`src/rtl/sbcg_pkg.sv`:
```
package sbcg_pkg;

    localparam int LEN_FIELD_W  = 3;
    localparam int ORDER_BIT    = 3;
    localparam int WSINGLE_BIT  = 4;
    localparam int MODE_W       = 5;

    localparam logic [LEN_FIELD_W-1:0] LEN_CODE_1    = 3'b000;
    localparam logic [LEN_FIELD_W-1:0] LEN_CODE_2    = 3'b001;
    localparam logic [LEN_FIELD_W-1:0] LEN_CODE_4    = 3'b010;
    localparam logic [LEN_FIELD_W-1:0] LEN_CODE_8    = 3'b011;
    localparam logic [LEN_FIELD_W-1:0] LEN_CODE_PAGE = 3'b111;

    typedef enum logic [1:0] {
        ST_IDLE  = 2'd0,
        ST_FIXED = 2'd1,
        ST_PAGE  = 2'd2
    } burst_state_t;

    typedef struct packed {
        logic [LEN_FIELD_W-1:0] len_code;
        logic                   interleave;
        logic                   write_single;
    } mode_fields_t;

endpackage

```
`src/rtl/sbcg_mode_reg.sv`:
```
module sbcg_mode_reg
    import sbcg_pkg::*;
(
    input  logic              clk,
    input  logic              rst_n,
    input  logic              mode_load,
    input  logic [MODE_W-1:0] mode_word,
    output mode_fields_t      mode
);

    always_ff @(posedge clk or negedge rst_n) begin
        if (!rst_n) begin
            mode.len_code     <= LEN_CODE_1;
            mode.interleave   <= 1'b0;
            mode.write_single <= 1'b0;
        end else if (mode_load) begin
            mode.len_code     <= mode_word[LEN_FIELD_W-1:0];
            mode.interleave   <= mode_word[ORDER_BIT];
            mode.write_single <= mode_word[WSINGLE_BIT];
        end
    end

endmodule

```
`src/rtl/sbcg_burst_fsm.sv`:
```
module sbcg_burst_fsm
    import sbcg_pkg::*;
#(
    parameter int COL_W = 9
) (
    input  logic             clk,
    input  logic             rst_n,
    input  logic             cmd_start,
    input  logic [COL_W-1:0] cmd_col,
    input  logic             cmd_is_write,
    input  logic             burst_stop,
    input  mode_fields_t     mode,
    output logic [COL_W-1:0] start_col,
    output logic [COL_W-1:0] beat_cnt,
    output logic [COL_W-1:0] burst_mask,
    output logic             burst_ilv,
    output logic             beat_valid,
    output logic             beat_last
);

    burst_state_t state, state_nxt;
    logic             start_page;
    logic [COL_W-1:0] fixed_mask;
    logic [COL_W-1:0] start_mask;
    logic             at_end;

    // length code -> in-block mask; unused codes fall back to one beat
    always_comb begin
        unique case (mode.len_code)
            LEN_CODE_2: fixed_mask = COL_W'(1);
            LEN_CODE_4: fixed_mask = COL_W'(3);
            LEN_CODE_8: fixed_mask = COL_W'(7);
            default:    fixed_mask = '0;
        endcase
    end

    assign start_page = (mode.len_code == LEN_CODE_PAGE);

    always_comb begin
        if (start_page)
            start_mask = '1;
        else if (cmd_is_write && mode.write_single)
            start_mask = '0;
        else
            start_mask = fixed_mask;
    end

    assign at_end = (beat_cnt == burst_mask);

    // next-state decision
    always_comb begin
        state_nxt = state;
        unique case (state)
            ST_IDLE:  state_nxt = ST_IDLE;
            ST_FIXED: state_nxt = (burst_stop || at_end) ? ST_IDLE : ST_FIXED;
            ST_PAGE:  state_nxt = burst_stop ? ST_IDLE : ST_PAGE;
            default:  state_nxt = ST_IDLE;
        endcase
        if (cmd_start)
            state_nxt = start_page ? ST_PAGE : ST_FIXED;
    end

    // state register
    always_ff @(posedge clk or negedge rst_n) begin
        if (!rst_n)
            state <= ST_IDLE;
        else
            state <= state_nxt;
    end

    // burst context: captured on a command, counter advances per beat
    always_ff @(posedge clk or negedge rst_n) begin
        if (!rst_n) begin
            start_col  <= '0;
            beat_cnt   <= '0;
            burst_mask <= '0;
            burst_ilv  <= 1'b0;
        end else if (cmd_start) begin
            start_col  <= cmd_col;
            beat_cnt   <= '0;
            burst_mask <= start_mask;
            burst_ilv  <= mode.interleave && !start_page;
        end else if (state != ST_IDLE) begin
            beat_cnt   <= beat_cnt + COL_W'(1);
        end
    end

    // outputs
    always_comb begin
        beat_valid = 1'b0;
        beat_last  = 1'b0;
        unique case (state)
            ST_IDLE:  ;
            ST_FIXED: begin
                beat_valid = 1'b1;
                beat_last  = at_end;
            end
            ST_PAGE:  beat_valid = 1'b1;
            default:  ;
        endcase
    end

endmodule

```
`src/rtl/sbcg_col_calc.sv`:
```
module sbcg_col_calc #(
    parameter int COL_W = 9
) (
    input  logic [COL_W-1:0] start_col,
    input  logic [COL_W-1:0] beat_cnt,
    input  logic [COL_W-1:0] burst_mask,
    input  logic             burst_ilv,
    output logic [COL_W-1:0] col
);

    logic [COL_W-1:0] seq_sum;

    assign seq_sum = start_col + beat_cnt;

    // bits inside the block follow the order; bits above it keep the start
    for (genvar b = 0; b < COL_W; b++) begin : g_bit
        always_comb begin
            if (!burst_mask[b])
                col[b] = start_col[b];
            else if (burst_ilv)
                col[b] = start_col[b] ^ beat_cnt[b];
            else
                col[b] = seq_sum[b];
        end
    end

endmodule

```
`src/rtl/sdram_burst_colgen.sv`:
```
module sdram_burst_colgen
    import sbcg_pkg::*;
#(
    parameter int COL_W = 9
) (
    input  logic              clk,
    input  logic              rst_n,
    input  logic              mode_load,
    input  logic [MODE_W-1:0] mode_word,
    input  logic              cmd_start,
    input  logic [COL_W-1:0]  cmd_col,
    input  logic              cmd_is_write,
    input  logic              burst_stop,
    output logic [COL_W-1:0]  col_out,
    output logic              beat_valid,
    output logic              beat_last
);

    mode_fields_t     mode;
    logic [COL_W-1:0] start_col;
    logic [COL_W-1:0] beat_cnt;
    logic [COL_W-1:0] burst_mask;
    logic             burst_ilv;

    sbcg_mode_reg u_mode (
        .clk       (clk),
        .rst_n     (rst_n),
        .mode_load (mode_load),
        .mode_word (mode_word),
        .mode      (mode)
    );

    sbcg_burst_fsm #(.COL_W(COL_W)) u_fsm (
        .clk          (clk),
        .rst_n        (rst_n),
        .cmd_start    (cmd_start),
        .cmd_col      (cmd_col),
        .cmd_is_write (cmd_is_write),
        .burst_stop   (burst_stop),
        .mode         (mode),
        .start_col    (start_col),
        .beat_cnt     (beat_cnt),
        .burst_mask   (burst_mask),
        .burst_ilv    (burst_ilv),
        .beat_valid   (beat_valid),
        .beat_last    (beat_last)
    );

    sbcg_col_calc #(.COL_W(COL_W)) u_calc (
        .start_col  (start_col),
        .beat_cnt   (beat_cnt),
        .burst_mask (burst_mask),
        .burst_ilv  (burst_ilv),
        .col        (col_out)
    );

endmodule

```
`config.mk`:
```
export PLATFORM = sky130hd
export DESIGN_NAME = sdram_burst_colgen
export DESIGN_NICKNAME = d
export VERILOG_FILES = /design/src/rtl/sbcg_pkg.sv /design/src/rtl/sbcg_mode_reg.sv /design/src/rtl/sbcg_burst_fsm.sv /design/src/rtl/sbcg_col_calc.sv /design/src/rtl/sdram_burst_colgen.sv
export SDC_FILE = /design/constraint.sdc
export NUM_CORES = 1
export LEC_CHECK = 0
export BUFFER_PORTS_ARGS = -buffer_cell sky130_fd_sc_hd__buf_2
export CELL_PAD_IN_SITES_DETAIL_PLACEMENT = 0
export CELL_PAD_IN_SITES_GLOBAL_PLACEMENT = 1
export CORE_MARGIN = 2
export CORE_UTILIZATION = 30
export CTS_CLUSTER_SIZE = 14
export DETAILED_ROUTE_END_ITERATION = 7
export PLACE_DENSITY_LB_ADDON = 0.12
export SLEW_MARGIN = 20
export SYNTH_ARGS = -nofsm -noshare
export SYNTH_HDL_FRONTEND = slang
export SYNTH_SLANG_ARGS = --single-unit
export TNS_END_PERCENT = 10
```
`constraint.sdc`:
```
create_clock -name clk -period 4.09 [get_ports clk]
set_input_delay 0 -clock clk [delete_from_list [all_inputs] [get_ports clk]]
set_output_delay 0 -clock clk [all_outputs]
set_load 0.005 [all_outputs]
```
==> results of run 1 <==
[sequential cells by signal (all words and copies together) (netlist names)]
signal            cells
u_fsm.beat_cnt        9
u_fsm.start_col       9
u_fsm.state           2
u_fsm.burst_ilv       1
u_mode.mode           5
u_fsm.burst_mask      4
[critical path: stages (launching register included)]
cell	delay, ns
dfrtp_1	0.45
ha_1	0.45
nand4_1	0.15
or4_1	0.51
o21ai_1	0.11
xor2_1	0.09
mux2_2	0.26
buf_2	0.12
[report_power, final]
group	switching, mW	internal (mW)
clock	0.110	0.195
sequential	0.0361	0.322
combinational	0.0811	0.0905
[final timing paths]
path,start,end,depth (start not counted)
max,u_fsm.beat_cnt[4]$_DFFE_PN0P_,col_out[7],7
min,mode_load,u_mode.mode[0]$_DFFE_PN0P_,2
max reg2reg,u_fsm.beat_cnt[1]$_DFFE_PN0P_,u_fsm.beat_cnt[6]$_DFFE_PN0P_,5
min reg2reg,u_mode.mode[0]$_DFFE_PN0P_,u_mode.mode[0]$_DFFE_PN0P_,1
max in group asynchronous,rst_n,u_fsm.beat_cnt[7]$_DFFE_PN0P_,2
min in group asynchronous,rst_n,u_fsm.start_col[1]$_DFFE_PN0P_,2
[final cells by class]
class | instances | area (um2) | share of cell area
clock buffers | 6 | 82.6 | 0.0356
clock inverters | 1 | 30.0 | 0.0130
inverters | 9 | 33.8 | 0.0146
multi-input cells | 139 | 1030 | 0.443
flip-flops and latches | 30 | 751 | 0.324
well taps | 75 | 93.8 | 0.0405
repair buffers | 45 | 300 | 0.130
[routing by layer]
layer | global-route usage | up-vias | share of wire
met2 | 0.240 | 38 | 0.48
met5 | 0 | - | 0
li1 | - | 751 | -
met4 | 0.0541 | 0 | 0.018
met3 | 0.0337 | 8 | 0.046
met1 | 0.166 | 716 | 0.45
[cells in the final DEF, fill, tap and decap left out, types with 3 or more instances in the layout]
cell           Yosys  layout
o21ai_1            5       5
inv_1              9       9
xnor2_1           10      10
clkbuf_8           0       6
mux2_1            14      14
o21ai_0            8       8
dfrtp_1           30      30
ha_1              12      12
nand4_1            4       4
xor2_1             5       5
a211oi_1           3       3
nor2_1            18      18
nand3_1            4       4
mux2i_1            3       3
mux2_2             4       4
buf_2              0      30
dlygate4sd3_1      0      15
a21oi_1           11      11
nand2_1           10      10
[per-stage QoR]
stage | total power, mW | setup WS [ns] | hold WS (ns) | instances
after CTS | 0.851 | 1.66 | 0.0317 | 305
after global placement | 0.523 | 2.00 | 0.0841 | 283
final | 0.835 | 1.67 | 0.0349 | 305
after floorplan | 0.467 | 2.23 | -0.296 | 185
after detailed placement | 0.528 | 1.98 | 0.0944 | 283
after global routing | 0.893 | 1.51 | 0.0418 | 305
[what timing repair did]
item                                   in CTS  in global routing
hold buffers                               15                  0
endpoints found under the hold margin      44                  0
resized for setup                           0                  0
[kinds of logic after synthesis]
logic type      synth area share
flops                      0.405
simple gates               0.128
fa+ha+maj                 0.0919
buf+inv                   0.0405
compound gates             0.138
xor+xnor                  0.0709
mux                        0.126
==> out/results.txt, run 1 <==
status: completed
Post-synth EDFFs: 0
chip height: 82.6 um
CTS tree: built
Slew Limit Fails: 0
io pins: 31
initial antenna violation count: 0
kind of start point of the critical path: register
Port-buffer cells: 30
layout cells sized above 1: 0.178
Clock Pin Slew Worst Setup and Hold Paths: 0.06 ns
skew final: 0.00147 ns
initial DRC count: 32
cell accounting for the most synthesized area: dfrtp_1
leakage: 1.02 nW
FF+latch count, synth: 30
Worst setup EP type: primary output
RSZ-0062 raised after global routing: false
clk_lat worst skew: 0.28 ns
Post-DP HPWL: 3140 um
cts bufs inserted: 5
worst slew pin tran: 0.712 ns
Initial Util: 0.311
endpoints failing setup: 0
final setup TNS: 0 ns
largest net degree at the start of global routing: 31
top-count cell post-synth: dfrtp_1
gpl congestion: 0.781
fin nets: 263
drt total wl: 4220 um
core area: 5960 um2
sequential element share of the synthesized area: 0.405
dominant synthesized flop cell: dfrtp_1
# DRC: 0
DR pass1 iterations: 4
Area Overhead vs Synth: 25.1%
grt ovf: 0
first-pass GRT wire length: 7040 um
YS warnings: 0
unique cell type count in the Yosys netlist: 38
Synthesized Nets: 218
top cells by area, synth: dfrtp_1, mux2_1, ha_1
most instantiated cells after synthesis: dfrtp_1, nor2_1, mux2_1
Hold Crit Class: input port to register
Final Instance Area: 2320 um2
Fillers: 603
post-layout util: 0.389
drt via density: 4.96
Final Cycle Share: 0.592
Pwr Density: 360 nW/um2
# diodes: 0
final hold viol count: 0
post-synth top area share: 0.405
Max-Cap Viols: 0
Vias: 1513
clk sinks: 30
number of global-route vias before repair: 1505
H-tree depth: 2
Synth Instances: 185
ANT nets after route: 0
fin crit period: 2.42 ns
Root Driver: clkbuf_8
detailed-route wire length per cell: 13.8 um
crit path max fanout: 7
R2R setup slack: 2.43 ns
Total GRT Usage: 0.139
asr flop ratio synth: 1.00
Critical Setup Path Class: register to primary output
Avg Inst Size Synth: 10.0 um2
DIE WIDTH: 82.6 um
# rows: 28
Max clock buf depth: 2
Fmax: 413 MHz
CP Data Required Time: 4.09 ns
worst path arrival time: 2.42 ns
Placed Area: 2050 um2
full die area: 6820 um2
Synth Cell Area: 1850 um2
post-CTS setup buffer count: 0
maximum vdd drop: 174 uV
slew margin rel.: 0.525
No activity file was read; power rests on OpenSTA's default activity.
==> inputs of run 2 (changes only) <==
==> constraint.sdc (replaced) <==
create_clock -name clk -period 2.05 [get_ports clk]
set_input_delay 0 -clock clk [delete_from_list [all_inputs] [get_ports clk]]
set_output_delay 0 -clock clk [all_outputs]
set_load 0.005 [all_outputs]
==> out/results.txt, run 2 (synthesis results as in run 1) <==
commonest cells after routing, fill and taps aside: dfrtp_1, buf_2, buf_4, nor2_1, dlygate4sd3_1
Max-Cap Viols: 0 (unchanged)
Initial Util: 0.311 (unchanged)
Fmax: 479 MHz
Fillers: 605 (+0.33%)
post-layout util: 0.438 (+0.0494)
critical-path cell list: ha_1 > nand4_1 > or4_4 > o21ai_2 > xor2_1 > mux2_4 > buf_6
fin nets: 284 (+8.0%)
# rows: 28 (unchanged)
DR pass1 iterations: 4 (unchanged)
detailed-route wire length per cell: 14.2 um (+2.9%)
initial DRC count: 41 (+28%)
largest net degree at the start of global routing: 31 (unchanged)
Post-DP HPWL: 3330 um (+6.1%)
final setup TNS: -0.0776 ns (-0.0776 ns)
Vias: 1581 (+4.5%)
commonest non-fill, non-tap cell in the layout: dfrtp_1
Final Worst Setup Slack: -0.0397 ns (-1.71 ns)
Hold Crit Class: input port to register
Final Cycle Share: 1.02
first-pass GRT wire length: 7890 um (+12%)
Slew Limit Fails: 0 (unchanged)
crit path max fanout: 2 (-5)
Clock Pin Slew Worst Setup and Hold Paths: 0.07 ns (about the same)
worst path arrival time: 2.09 ns (-0.33 ns)
clk sinks: 30 (unchanged)
layout cells sized above 1: 0.317 (+0.139)
final hold viol count: 0 (unchanged)
number of global-route vias before repair: 1698 (+13%)
kind of start point of the critical path: register
Max clock buf depth: 2 (unchanged)
CP Data Required Time: 2.05 ns (-2.04 ns)
fin cells: 327 (+7.2%)
pre-CTS WS: 0.114 ns (-1.87 ns)
drt total wl: 4650 um (+10%)
Port-buffer cells: 30 (unchanged)
Root Driver: clkbuf_8
gpl congestion: 0.778 (-0.36%)
# DRC: 0 (unchanged)
skew final: 0.00466 ns (+0.00319 ns)
CTS tree: built
DIE WIDTH: 82.6 um (unchanged)
Area Overhead vs Synth: 41.0%
Crit-path slowest cell: or4_4
initial antenna violation count: 0 (unchanged)
Pwr Density: 638 nW/um2 (+77%)
RSZ-0062 raised after global routing: true
# diodes: 0 (unchanged)
H-tree depth: 2 (unchanged)
Hold WS: 0.0389 ns (+0.00399 ns)
slew margin rel.: 0.528 (+0.00269)
cts bufs inserted: 5 (unchanged)
core area: 5960 um2 (unchanged)
CP max stage delay: 0.44 ns (-0.07 ns)
failing checks: negative setup slack
full die area: 6820 um2 (unchanged)
io pins: 31 (unchanged)
largest registers: u_fsm.beat_cnt: 9 flops, u_fsm.start_col: 9 flops, u_mode.mode: 5 flops
grt ovf: 0 (unchanged)
Post-Place Cells: 296 (+4.6%)
worst slew pin tran: 0.708 ns (-0.00404 ns)
Critical Setup Path Class: register to primary output
maximum vdd drop: 307 uV (+77%)
status: finished with violations
clk_lat worst skew: 0.28 ns (about the same)
chip height: 82.6 um (unchanged)
fin crit period: 2.09 ns
Total GRT Usage: 0.155 (+0.0162)
drt via density: 4.83 (-2.5%)
leakage: 1.14 nW (+12%)
ANT nets after route: 0 (unchanged)
endpoints failing setup: 3 (+3)
Worst setup EP type: primary output
run 2: cell types whose count changed in the layout (fill, tap and decap cells not counted), sizes merged:
cell / previous run / this run
bufinv: 1 / 0
clkbuf: 6 / 7
buf: 30 / 51
clkinv: 0 / 1
run 2: critical path: cells and delay by family, from the launching register on:
family	cells	cell delay [ns]
and+or+nand+nor	2	0.57
DFF	1	0.41
adders and majority gates	1	0.31
muxes	1	0.27
buffers and inverters	1	0.11
xor gates and xnor gates	1	0.08
AOI/OAI and AO/OA	1	0.07
run 2: routing by layer:
layer	vias to the layer above	GRT usage	wire (um)
li1	790	-	-
met1	760	0.177	2020
met2	27	0.290	2460
met3	4	0.0326	135
met4	0	0.0443	45
met5	-	0	0
run 2: area by class of cell:
type	instances	area [um2]	share of cell area
Sequential cell	30	751	0.287
Inverter	9	33.8	0.0129
Clock buffer	7	86.3	0.0331
Tap cell	75	93.8	0.0359
Clock inverter	1	5.00	0.00192
Multi-Input combinational cell	139	1170	0.449
Timing Repair Buffer	66	468	0.179
run 2: per-stage QoR:
step | cell area (um2) | power, mW
detailed placement | 2150 | 1.08
finish | 2610 | 1.67
CTS | 2560 | 1.68
floorplan | 1850 | 0.932
global route | 2610 | 1.79
global placement | 2150 | 1.08
run 2: final timing paths:
check	from	to	slack (ns)	depth (start not counted)
setup / recovery	u_fsm.beat_cnt[3]$_DFFE_PN0P_	col_out[7]	-0.04	7
hold / removal	mode_load	u_mode.mode[4]$_DFFE_PN0P_	0.04	2
setup reg to reg	u_fsm.beat_cnt[1]$_DFFE_PN0P_	u_fsm.beat_cnt[6]$_DFFE_PN0P_	0.25	7
hold reg to reg	u_mode.mode[0]$_DFFE_PN0P_	u_mode.mode[0]$_DFFE_PN0P_	0.49	1
max in group asynchronous	rst_n	u_fsm.beat_cnt[2]$_DFFE_PN0P_	1.29	2
min in group asynchronous	rst_n	u_fsm.burst_mask[2]$_DFFE_PN0P_	0.30	2
run 2: what timing repair did:
item                                    in CTS  in global routing
endpoints found under the hold margin       44                  0
setup buffers                                7                  1
hold buffers                                15                  0
gates cloned                                 0                  0
endpoints found under the setup margin       5                  5
pin swaps                                   12                  9
resized for setup                           17                  7
run 2: report_power, final:
part           switching [mW]  leakage, nW  internal, mW
clock network           0.228       0.0482         0.271
registers              0.0633        0.377         0.643
logic                   0.208        0.717         0.252
total                   0.500         1.14          1.17
==> inputs of run 3 (changes only) <==
--- a/config.mk
+++ b/config.mk
@@ -9,9 +9,11 @@
 export CELL_PAD_IN_SITES_DETAIL_PLACEMENT = 0
 export CELL_PAD_IN_SITES_GLOBAL_PLACEMENT = 1
 export CORE_MARGIN = 2
-export CORE_UTILIZATION = 30
+export CORE_UTILIZATION = 39
 export CTS_CLUSTER_SIZE = 14
 export DETAILED_ROUTE_END_ITERATION = 7
+export GPL_TIMING_DRIVEN = 1
+export MAX_ROUTING_LAYER = met4
 export PLACE_DENSITY_LB_ADDON = 0.12
 export SLEW_MARGIN = 20
 export SYNTH_ARGS = -nofsm -noshare
==> out/results.txt, run 3 (synthesis results as in run 1) <==
status: finished with violations
failing checks: negative setup slack
RSZ-0062 raised after global routing: true
leakage: 1.12 nW (-1.6%)
drt via density: 5.17 (+7.0%)
Placed Area: 2110 um2 (-1.9%)
Total GRT Usage: 0.190 (+0.0348)
Max clock buf depth: 2 (unchanged)
Post-Place Cells: 273 (-7.8%)
ANT nets after route: 0 (unchanged)
Multi-input gate area: 1140 um2 (-3.1%)
Critical Setup Path Class: register to primary output
initial antenna violation count: 0 (unchanged)
commonest non-fill, non-tap cell in the layout: dfrtp_1
family with the most delay on the worst path: simple AND/OR/NAND/NOR gates
Pwr Density: 644 nW/um2 (+1.0%)
slew margin rel.: 0.542 (+0.0141)
# DRC: 0 (unchanged)
final hold viol count: 0 (unchanged)
first-pass GRT wire length: 7380 um (-6.4%)
worst slew pin tran: 0.687 ns (-0.0212 ns)
fin cells: 305 (-6.7%)
skew final: 0.00439 ns (-0.000275 ns)
Crit-path slowest cell: or4_4
CP Data Required Time: 2.05 ns (about the same)
drt total wl: 4360 um (-6.4%)
grt ovf: 0 (unchanged)
DIE WIDTH: 72.9 um (-12%)
clk sinks: 30 (unchanged)
full die area: 5320 um2 (-22%)
gpl congestion: 0.890 (+14%)
DR pass1 iterations: 4 (unchanged)
Post-DP HPWL: 3110 um (-6.5%)
Hold Crit Class: input port to register
pre-CTS WS: 0.105 ns (-0.00923 ns)
chip height: 72.9 um (-12%)
detailed-route wire length per cell: 14.3 um (+0.39%)
crit path max fanout: 2 (unchanged)
Root Driver: clkbuf_8
# diodes: 0 (unchanged)
cts bufs inserted: 5 (unchanged)
Worst setup EP type: primary output
Max-Cap Viols: 0 (unchanged)
io pins: 31 (unchanged)
Area Overhead vs Synth: 37.0%
Fillers: 417 (-31%)
maximum vdd drop: 420 uV (+37%)
Final Worst Setup Slack: -0.0999 ns (-0.0602 ns)
Fmax: 465 MHz (-2.8%)
Pwr Total: 1.63 mW (-1.8%)
critical-path cell list: ha_4 > nand4_1 > or4_4 > o21ai_2 > xor2_1 > mux2_4 > buf_6
initial DRC count: 53 (+29%)
FF+latch area: 751 um2 (unchanged)
fin crit period: 2.15 ns (+0.0602 ns)
Clock Pin Slew Worst Setup and Hold Paths: 0.06 ns (about the same)
R2R setup slack: 0.26 ns (about the same)
Port-buffer cells: 30 (unchanged)
largest net degree at the start of global routing: 31 (unchanged)
clk_lat worst skew: 0.28 ns (about the same)
Vias: 1578 (-0.19%)
Final Instance Area: 2540 um2 (-2.8%)
worst path arrival time: 2.15 ns (+0.06 ns)
final setup TNS: -0.110 ns (-0.0326 ns)
Final Cycle Share: 1.05 (+0.0294)
Slew Limit Fails: 0 (unchanged)
CP bufs+invs: 1 (unchanged)
CP max stage delay: 0.46 ns (+0.02 ns)
# rows: 25 (-11%)
kind of start point of the critical path: register
core area: 4660 um2 (-22%)
layout cells sized above 1: 0.311 (-0.00670)
fin nets: 283 (-0.35%)
commonest cells after routing, fill and taps aside: dfrtp_1, buf_2, buf_4, nor2_1, dlygate4sd3_1
Initial Util: 0.397 (+0.0864)
number of global-route vias before repair: 1598 (-5.9%)
H-tree depth: 2 (unchanged)
largest registers: u_fsm.beat_cnt: 9 flops, u_fsm.start_col: 9 flops, u_mode.mode: 5 flops
CTS tree: built
endpoints failing setup: 2 (-1)
-- run 3: cell count changes in the layout (fill, tap and decap cells not counted), moves of 2 or more --
| cell | change |
|---|---|
| a211oi_2 | +2 |
| a211oi_4 | -2 |
| o21ai_1 | -2 |
| o21ai_2 | +2 |
-- run 3: where the power goes --
group          leakage, nW  switching (mW)  total (mW)  internal (mW)
logic                0.698           0.202       0.440          0.239
clock network       0.0482           0.222       0.493          0.270
registers            0.377          0.0587       0.702          0.644
total                 1.12           0.483        1.63           1.15
-- run 3: metal layers --
layer / vias up / track usage / part of all wire
met5: - / - / 0
met4: 0 / 0.0638 / 0.014
met3: 6 / 0.0456 / 0.039
met2: 35 / 0.315 / 0.50
met1: 744 / 0.227 / 0.44
li1: 793 / - / -
-- run 3: worst paths after layout --
check,startpoint,end,cells past startpoint
hold / removal,mode_load,u_mode.mode[3]$_DFFE_PN0P_,2
max in group asynchronous,rst_n,u_fsm.state[1]$_DFF_PN0_,2
setup / recovery,u_fsm.beat_cnt[3]$_DFFE_PN0P_,col_out[7],7
min in group asynchronous,rst_n,u_mode.mode[1]$_DFFE_PN0P_,2
setup reg to reg,u_fsm.beat_cnt[1]$_DFFE_PN0P_,u_fsm.beat_cnt[6]$_DFFE_PN0P_,7
hold reg to reg,u_mode.mode[1]$_DFFE_PN0P_,u_mode.mode[1]$_DFFE_PN0P_,1
-- run 3: area by class of cell --
class,instances,share of cell area
sequential,30,0.296
clock inverter,1,0.00197
tap,54,0.0266
timing repair buffer,65,0.180
inverter,9,0.0133
clock buffer,7,0.0340
multi-input combinational,139,0.448
-- run 3: per-stage QoR --
step	utilization	hold WS [ns]
after detailed placement	0.453	0.0888
final	0.544	0.0302
after CTS	0.533	0.0227
after global placement	0.453	0.0736
after floorplan	-	-0.296
after global routing	0.544	0.0316
-- run 3: repair_timing --
action                                  in CTS  in global routing
hold endpoints to repair                    44                  0
gates resized for setup                     12                  7
hold buffers                                15                  0
gates cloned                                 0                  0
endpoints found under the setup margin       5                  5
setup buffers                                7                  2
pin swaps                                    7                  6
